## src/rtl/spiu_pkg.sv

```systemverilog
`timescale 1ns/1ps
package spiu_pkg;

  typedef enum logic [1:0] {
    LW_SINGLE = 2'd0,
    LW_DUAL   = 2'd1,
    LW_QUAD   = 2'd2
  } lane_w_e;

  localparam int CTRL_W     = 32;
  localparam int BIT_QUAD   = 30;
  localparam int BIT_DUAL   = 29;
  localparam int BIT_STOP   = 2;
  localparam logic [1:0] MODE_USER = 2'b11;
  localparam logic [CTRL_W-1:0] CTRL_KEEP  = 32'h6000_0007;
  localparam logic [CTRL_W-1:0] CTRL_RESET = 32'h0000_0004;

  // Quad has precedence over dual.
  function automatic lane_w_e decode_width(input logic [CTRL_W-1:0] c);
    if (c[BIT_QUAD])      return LW_QUAD;
    else if (c[BIT_DUAL]) return LW_DUAL;
    else                  return LW_SINGLE;
  endfunction

  // Two SCK edges per bit group.
  function automatic logic [4:0] edges_per_byte(input lane_w_e w);
    case (w)
      LW_DUAL: return 5'd8;
      LW_QUAD: return 5'd4;
      default: return 5'd16;
    endcase
  endfunction

  function automatic logic [3:0] drive_lanes(input logic [7:0] sr, input lane_w_e w);
    case (w)
      LW_DUAL: return {2'b00, sr[7:6]};
      LW_QUAD: return sr[7:4];
      default: return {3'b000, sr[7]};
    endcase
  endfunction

  function automatic logic [7:0] shift_out(input logic [7:0] sr, input lane_w_e w);
    case (w)
      LW_DUAL: return {sr[5:0], 2'b00};
      LW_QUAD: return {sr[3:0], 4'b0000};
      default: return {sr[6:0], 1'b0};
    endcase
  endfunction

  function automatic logic [7:0] merge_in(input logic [7:0] rx, input logic [3:0] io,
                                          input lane_w_e w);
    case (w)
      LW_DUAL: return {rx[5:0], io[1:0]};
      LW_QUAD: return {rx[3:0], io[3:0]};
      default: return {rx[6:0], io[1]};
    endcase
  endfunction

  function automatic logic [3:0] out_enable(input lane_w_e w, input logic rd);
    case (w)
      LW_DUAL: return rd ? 4'b0000 : 4'b0011;
      LW_QUAD: return rd ? 4'b0000 : 4'b1111;
      default: return 4'b0001;
    endcase
  endfunction

endpackage

```

## src/rtl/spiu_ctrl_reg.sv

```systemverilog
`timescale 1ns/1ps
module spiu_ctrl_reg
  import spiu_pkg::*;
(
  input  logic              clk,
  input  logic              rst_n,
  input  logic              wr,
  input  logic [CTRL_W-1:0] wdata,
  input  logic              busy,
  output logic [CTRL_W-1:0] rdata,
  output logic              active,
  output lane_w_e           width
);

  logic [CTRL_W-1:0] ctrl_q;
  logic              wr_accept;

  assign wr_accept = wr && !busy;

  always_ff @(posedge clk or negedge rst_n) begin
    if (!rst_n)          ctrl_q <= CTRL_RESET;
    else if (wr_accept)  ctrl_q <= wdata & CTRL_KEEP;
  end

  assign rdata  = ctrl_q;
  assign active = (ctrl_q[1:0] == MODE_USER) && !ctrl_q[BIT_STOP];
  assign width  = decode_width(ctrl_q);

  // control word frozen while a byte is in flight
  assert_ctrl_hold_R10: assert property (@(posedge clk) disable iff (!rst_n)
    busy |=> $stable(ctrl_q));

endmodule

```

## src/rtl/spiu_byte_shifter.sv

```systemverilog
`timescale 1ns/1ps
module spiu_byte_shifter
  import spiu_pkg::*;
#(
  parameter int HALF_DIV = 2
) (
  input  logic       clk,
  input  logic       rst_n,
  input  logic       start,
  input  logic       is_rd,
  input  lane_w_e    width,
  input  logic [7:0] wbyte,
  input  logic       clr_rx,
  input  logic [3:0] io_in,
  output logic       busy,
  output logic       done,
  output logic       sck,
  output logic [3:0] io_out,
  output logic [3:0] io_oe,
  output logic [7:0] rx_byte
);

  localparam int HCW = (HALF_DIV > 1) ? $clog2(HALF_DIV) : 1;
  localparam logic [HCW-1:0] HC_LAST = HCW'(HALF_DIV - 1);

  logic [7:0]     sr_q, rx_q;
  logic [HCW-1:0] hcnt_q;
  logic [4:0]     edges_q;
  logic           rd_q;
  lane_w_e        w_q;
  logic           half_tick;
  logic           rise_evt;

  assign half_tick = busy && (hcnt_q == HC_LAST);
  assign rise_evt  = half_tick && !sck;

  always_ff @(posedge clk or negedge rst_n) begin
    if (!rst_n) begin
      busy    <= 1'b0;
      done    <= 1'b0;
      sck     <= 1'b0;
      sr_q    <= '0;
      rx_q    <= '0;
      hcnt_q  <= '0;
      edges_q <= '0;
      rd_q    <= 1'b0;
      w_q     <= LW_SINGLE;
    end else begin
      done <= 1'b0;
      if (clr_rx) rx_q <= '0;
      if (!busy) begin
        if (start) begin
          busy    <= 1'b1;
          sr_q    <= is_rd ? 8'h00 : wbyte;
          rd_q    <= is_rd;
          w_q     <= width;
          edges_q <= edges_per_byte(width);
          hcnt_q  <= '0;
        end
      end else if (half_tick) begin
        hcnt_q  <= '0;
        sck     <= ~sck;
        edges_q <= edges_q - 5'd1;
        if (!sck) rx_q <= merge_in(rx_q, io_in, w_q);
        else      sr_q <= shift_out(sr_q, w_q);
        if (edges_q == 5'd1) begin
          busy <= 1'b0;
          done <= 1'b1;
        end
      end else begin
        hcnt_q <= hcnt_q + 1'b1;
      end
    end
  end

  assign io_out  = busy ? drive_lanes(sr_q, w_q) : 4'b0000;
  assign io_oe   = busy ? out_enable(w_q, rd_q) : 4'b0000;
  assign rx_byte = rx_q;

  // SCK rests low outside a shift
  assert_sck_idle_R11: assert property (@(posedge clk) disable iff (!rst_n)
    !busy |-> !sck);
  // completion is a single-cycle pulse
  assert_done_pulse_R10: assert property (@(posedge clk) disable iff (!rst_n)
    done |=> !done);
  // multi-lane reads release every IO driver
  assert_multi_read_hiz_R7: assert property (@(posedge clk) disable iff (!rst_n)
    (busy && rd_q && (w_q != LW_SINGLE)) |-> (io_oe == 4'b0000));
  // a rising edge never coincides with an output change
  assert_rise_stable_R3: assert property (@(posedge clk) disable iff (!rst_n)
    rise_evt |=> $stable(sr_q));

endmodule

```

## src/rtl/spi_user_engine.sv

```systemverilog
`timescale 1ns/1ps
module spi_user_engine
  import spiu_pkg::*;
#(
  parameter int HALF_DIV = 2
) (
  input  logic        clk,
  input  logic        rst_n,
  input  logic        reg_wr,
  input  logic [31:0] reg_wdata,
  output logic [31:0] reg_rdata,
  input  logic        win_wr,
  input  logic        win_rd,
  input  logic [7:0]  win_wdata,
  output logic [7:0]  win_rdata,
  output logic        win_busy,
  output logic        win_done,
  output logic        spi_sck,
  output logic        spi_cs_n,
  output logic [3:0]  spi_io_out,
  output logic [3:0]  spi_io_oe,
  input  logic [3:0]  spi_io_in
);

  logic    busy, shift_done, active;
  lane_w_e width;
  logic    req, accept, start_evt, ignore_evt;
  logic    ign_done_q;

  assign req        = win_wr || win_rd;
  assign accept     = req && !busy;
  assign start_evt  = accept && active;
  assign ignore_evt = accept && !active;

  spiu_ctrl_reg u_ctrl (
    .clk    (clk),
    .rst_n  (rst_n),
    .wr     (reg_wr),
    .wdata  (reg_wdata),
    .busy   (busy),
    .rdata  (reg_rdata),
    .active (active),
    .width  (width)
  );

  spiu_byte_shifter #(.HALF_DIV(HALF_DIV)) u_shift (
    .clk     (clk),
    .rst_n   (rst_n),
    .start   (start_evt),
    .is_rd   (win_rd),
    .width   (width),
    .wbyte   (win_wdata),
    .clr_rx  (ignore_evt),
    .io_in   (spi_io_in),
    .busy    (busy),
    .done    (shift_done),
    .sck     (spi_sck),
    .io_out  (spi_io_out),
    .io_oe   (spi_io_oe),
    .rx_byte (win_rdata)
  );

  always_ff @(posedge clk or negedge rst_n) begin
    if (!rst_n) ign_done_q <= 1'b0;
    else        ign_done_q <= ignore_evt;
  end

  assign spi_cs_n = !active;
  assign win_busy = busy;
  assign win_done = shift_done || ign_done_q;

  // chip select held asserted for the whole byte
  assert_cs_held_R2: assert property (@(posedge clk) disable iff (!rst_n)
    busy |-> !spi_cs_n);
  // an ignored access completes without clocking the bus
  assert_ignored_quiet_R9: assert property (@(posedge clk) disable iff (!rst_n)
    ignore_evt |=> (!busy && !spi_sck && win_done));

endmodule

```

## config.mk

```make
export PLATFORM = sky130hd
export DESIGN_NAME = spi_user_engine
export DESIGN_NICKNAME = d
export VERILOG_FILES = /design/src/rtl/spiu_pkg.sv /design/src/rtl/spiu_ctrl_reg.sv /design/src/rtl/spiu_byte_shifter.sv /design/src/rtl/spi_user_engine.sv
export SDC_FILE = /design/constraint.sdc
export NUM_CORES = 1
export LEC_CHECK = 0
export BUFFER_PORTS_ARGS = -buffer_cell sky130_fd_sc_hd__buf_2
export CORE_AREA = 2 2 76 78
export CTS_CLUSTER_SIZE = 20
export DETAILED_ROUTE_END_ITERATION = 6
export DIE_AREA = 0 0 78 80
export PLACE_DENSITY = 0.68
export SLEW_MARGIN = 40
export SYNTH_ARGS = -nofsm -noshare
export SYNTH_HDL_FRONTEND = slang
export SYNTH_SLANG_ARGS = --single-unit
export TNS_END_PERCENT = 5
```

## constraint.sdc

```tcl
create_clock -name clk -period 2.47 [get_ports clk]
set_input_delay 0.1235 -clock clk [delete_from_list [all_inputs] [get_ports clk]]
set_output_delay 0.1235 -clock clk [all_outputs]
set_load 0.02 [all_outputs]
```

==> results.md <==
- Critical path's slowest cell: ha_1
- Antenna violations before repair: 0
- Antenna diodes: 0
- All-layer global routing usage: 15.1%
- Switch Pwr: 0.00127 W
- Hold WC Path Type: in2reg
- Peak VDD IR: 0.551 mV
- Area Growth Syn to Fin: 10.9%
- Tcrit/Tclk final: 81.5%
- Seq/Total Area, Yosys: 39.1%
- Status: finished, final reports clean
- Synth Instances: 208
- CTS Buf Count: 5
- Starting Density: 40.3%
- Fraction of synthesized area in multiplexers: 9.19%
- Synth warnings: 0
- Xor-xnor portion of the synthesized cell area: 0.402%
- Count of final setup violators: 0
- Detailed Routing Iterations Pass 1: 4
- Syn Std Cell Area: 2180 um2
- Number of flops mapped to enable cells by yosys: 0
- Final core occ: 44.7%
- GPL Wtd Cong: 0.779
- Flop2flop setup slack: 0.61 ns
- Least-Margin Pin Slew: 0.776 ns
- Setup TNS: 0 ns
- Nets@finish: 302
- Internal power: 0.00158 W
- Clock skew: 0.0143 ns
- Synth top area share: 37.9%
- Max Slew Vio Count: 0
- # fillers: 546
- Required time of the critical path: 2.35 ns
- Clk sink count: 34
- Clock transition at the registers of the reported paths: 0.07 ns
- Clock group share of total power: 13.9%
- Routed vias/inst: 5.05
- Post-route minimum period: 2.01 ns
- Post-route ant nets: 0
- Adder-cell share of the synthesized area: 2.30%
- Largest family of logic cells by synthesized area: compound AO/OA/AOI/OAI gates
- Syn avg cell area: 10.5 um2
- Crit. End Element: output port
- Die W: 78 um
- Leading area contributor after synthesis: dfrtp_1
- Commonest non-fill, non-tap cells in the layout: buf_2 (45), dfrtp_1 (33), conb_1 (27)
- Average wire per standard cell: 13.9 um
- Drt initial violations: 127
- Worst Setup Slack post-DPL: 0.608 ns
- Root buf cell: clkbuf_8
- Comb power frac: 49.2%
- Power Total: 0.00285 W
- Fraction of registers with async set/reset: 100%
- DRC: 0
- Cell Rows: 27
- Cell Area, Placed: 2320 um2
- RSZ-0062 raised after global routing: no
- Final Hold Fails: 0
- Post-CTS setup buffers: 0
- Leakage: 1.18 nW
- Max Cap Violations: 0
- Post-synthesis compound-gate area fraction: 17.7%
- CTS resizes: 0
- Power Dens Cells: 1180 nW/um2
- Fmax: 497 MHz
- I/O Buffers: 46
- Cell variety after synth: 54
- Area contributors post-synth: dfrtp_1 (38%), buf_4 (11%), mux2_1 (4.1%), a221oi_1 (2.8%), mux2_4 (2.8%)
- Worst-path fanout max: 16
- Critical Path AT: 1.89 ns
- Ports: 101
- CTS tree: yes
- Pin count of the biggest net entering global routing: 35
- Max Root-Sink Buffers: 2
- Share of power burned in registers: 36.9%
- Final setup margin: 0.458 ns
- H-tree levels: 2
- Core area: 5410 um2
- Slowest stage delay, CP: 0.51 ns
- Worst-Skew Late Latency: 0.29 ns
- Slew headroom: 48.3%
- Die area: 6240 um2
- Crit path kind: reg2out
- Most common cell after layout, fill and taps aside: buf_2
- First-pass GRT wire length: 7.39 mm
- Hpwl dp: 3.19 mm
- Final WL: 4.46 mm
- Final non-filler cell area: 2420 um2
- Synth Flop Type: dfrtp_1
- Die height: 80 um
- Simple-gate share of the synthesized area: 16.4%
- Grt total ovfl: 0
- Crit-path cells: inv_1, ha_1, nor2_1, nor3_1, buf_2
- Vias in the first global route: 1,507
- Synthesized flop and latch total: 34
- Share of cells above drive strength 1: 28.4%
- Worst setup SP type: flop
- Sw Share: 44.6%
- Vias: 1,625
[kinds of logic (layout without fill, tap and decap cells)]
kind of cell               Yosys count  after routing
muxes                               17             17
and+or+nand+nor                     59             59
DFF                                 34             34
AOI/OAI and AO/OA                   43             43
buffers and inverters               49             65
xor gates and xnor gates             1              1
other                                1             27
adders and majority gates            4              4
[cells in the mapped netlist, types with 2 or more instances]
library cell   n
o21ai_1        2
a222oi_1       2
mux2_1         8
dfrtp_1       33
a22o_1         5
or2_2          2
a2bb2oi_1      2
nor2_1         8
clkbuf_1       4
o22ai_1        3
nor2b_1        9
buf_2          4
o32ai_1        5
and3_1         3
inv_1          8
mux2_4         4
nand2_1       13
ha_1           4
mux2i_1        5
nor3b_1        5
buf_4         31
buf_6          2
o211ai_1       2
a221o_1        4
nor3_1         2
nand2b_1       4
a221oi_1       7
[per-layer routing]
metal / global-route usage, % / wire (um) / vias to the layer above
met3: 3.73 / 266 / 6
met5: 0 / 0 / -
met1: 20.7 / 2090 / 781
li1: - / - / 777
met4: 5.96 / 78 / 0
met2: 23.1 / 2030 / 61
[power groups by stage]
stage	Sequential [W]	Clock [W]	Combinational, W
2_1_floorplan	0.00107	0	0.00111
3_3_place_gp	0.00105	0	0.00138
3_5_place_dp	0.00105	0	0.00141
4_1_cts	0.00105	0.000411	0.00141
5_1_grt	0.00109	0.000435	0.00155
6_report	0.00105	0.000395	0.00140
[stage by stage]
| stage | hold WS, ns | std cells |
|---|---|---|
| 2_1_floorplan | -0.172 | 234 |
| 3_3_place_gp | 0.252 | 313 |
| 3_5_place_dp | 0.252 | 313 |
| 4_1_cts | 0.0510 | 322 |
| 5_1_grt | 0.0480 | 322 |
| 6_report | 0.0575 | 322 |
[state kept, by name, indices dropped and copies added, names as in the netlist, 2 cells and up]
signal / count
u_shift.rx_byte: 8
u_ctrl.rdata: 5
u_shift.w_q: 2
u_shift.edges_q: 5
u_shift.sr_q: 8
[what timing repair did]
| item | 4_1_cts | 5_1_grt |
|---|---|---|
| hold endpoints to repair | 33 | 0 |
| setup endpoints to repair | 0 | 0 |
| hold buffers | 1 | 0 |
[layout make-up]
type | count | area, um2 | share of cell area [%]
multi-input combinational | 151 | 1100 | 45.7
sequential | 34 | 852 | 35.3
timing repair buffer | 49 | 258 | 10.7
tap | 72 | 90.1 | 3.73
clock buffer | 6 | 72.6 | 3.00
inverter | 8 | 30.0 | 1.24
clock inverter | 2 | 10.0 | 0.414
[worst paths after layout]
check / from / endpoint / depth (start not counted)
max in group asynchronous: rst_n / u_ctrl.rdata[2] / 2
setup / recovery: u_shift.w_q[0] / spi_io_oe[1] / 5
setup reg to reg: u_shift.busy / u_shift.sr_q[1] / 3
min in group asynchronous: rst_n / u_shift.rx_byte[6] / 2
hold / removal: reg_wdata[0] / u_ctrl.rdata[0] / 2
hold reg to reg: u_shift.w_q[1] / u_shift.w_q[1] / 1
[critical path, delay by kind of cell (launching register included)]
kind | cells | cell delay, ns
flip-flops | 1 | 0.41
AND/OR/NAND/NOR | 2 | 0.41
buffers and inverters | 2 | 0.27
adder cells (fa/ha/maj) | 1 | 0.51
(Power assumes the default switching activity.)
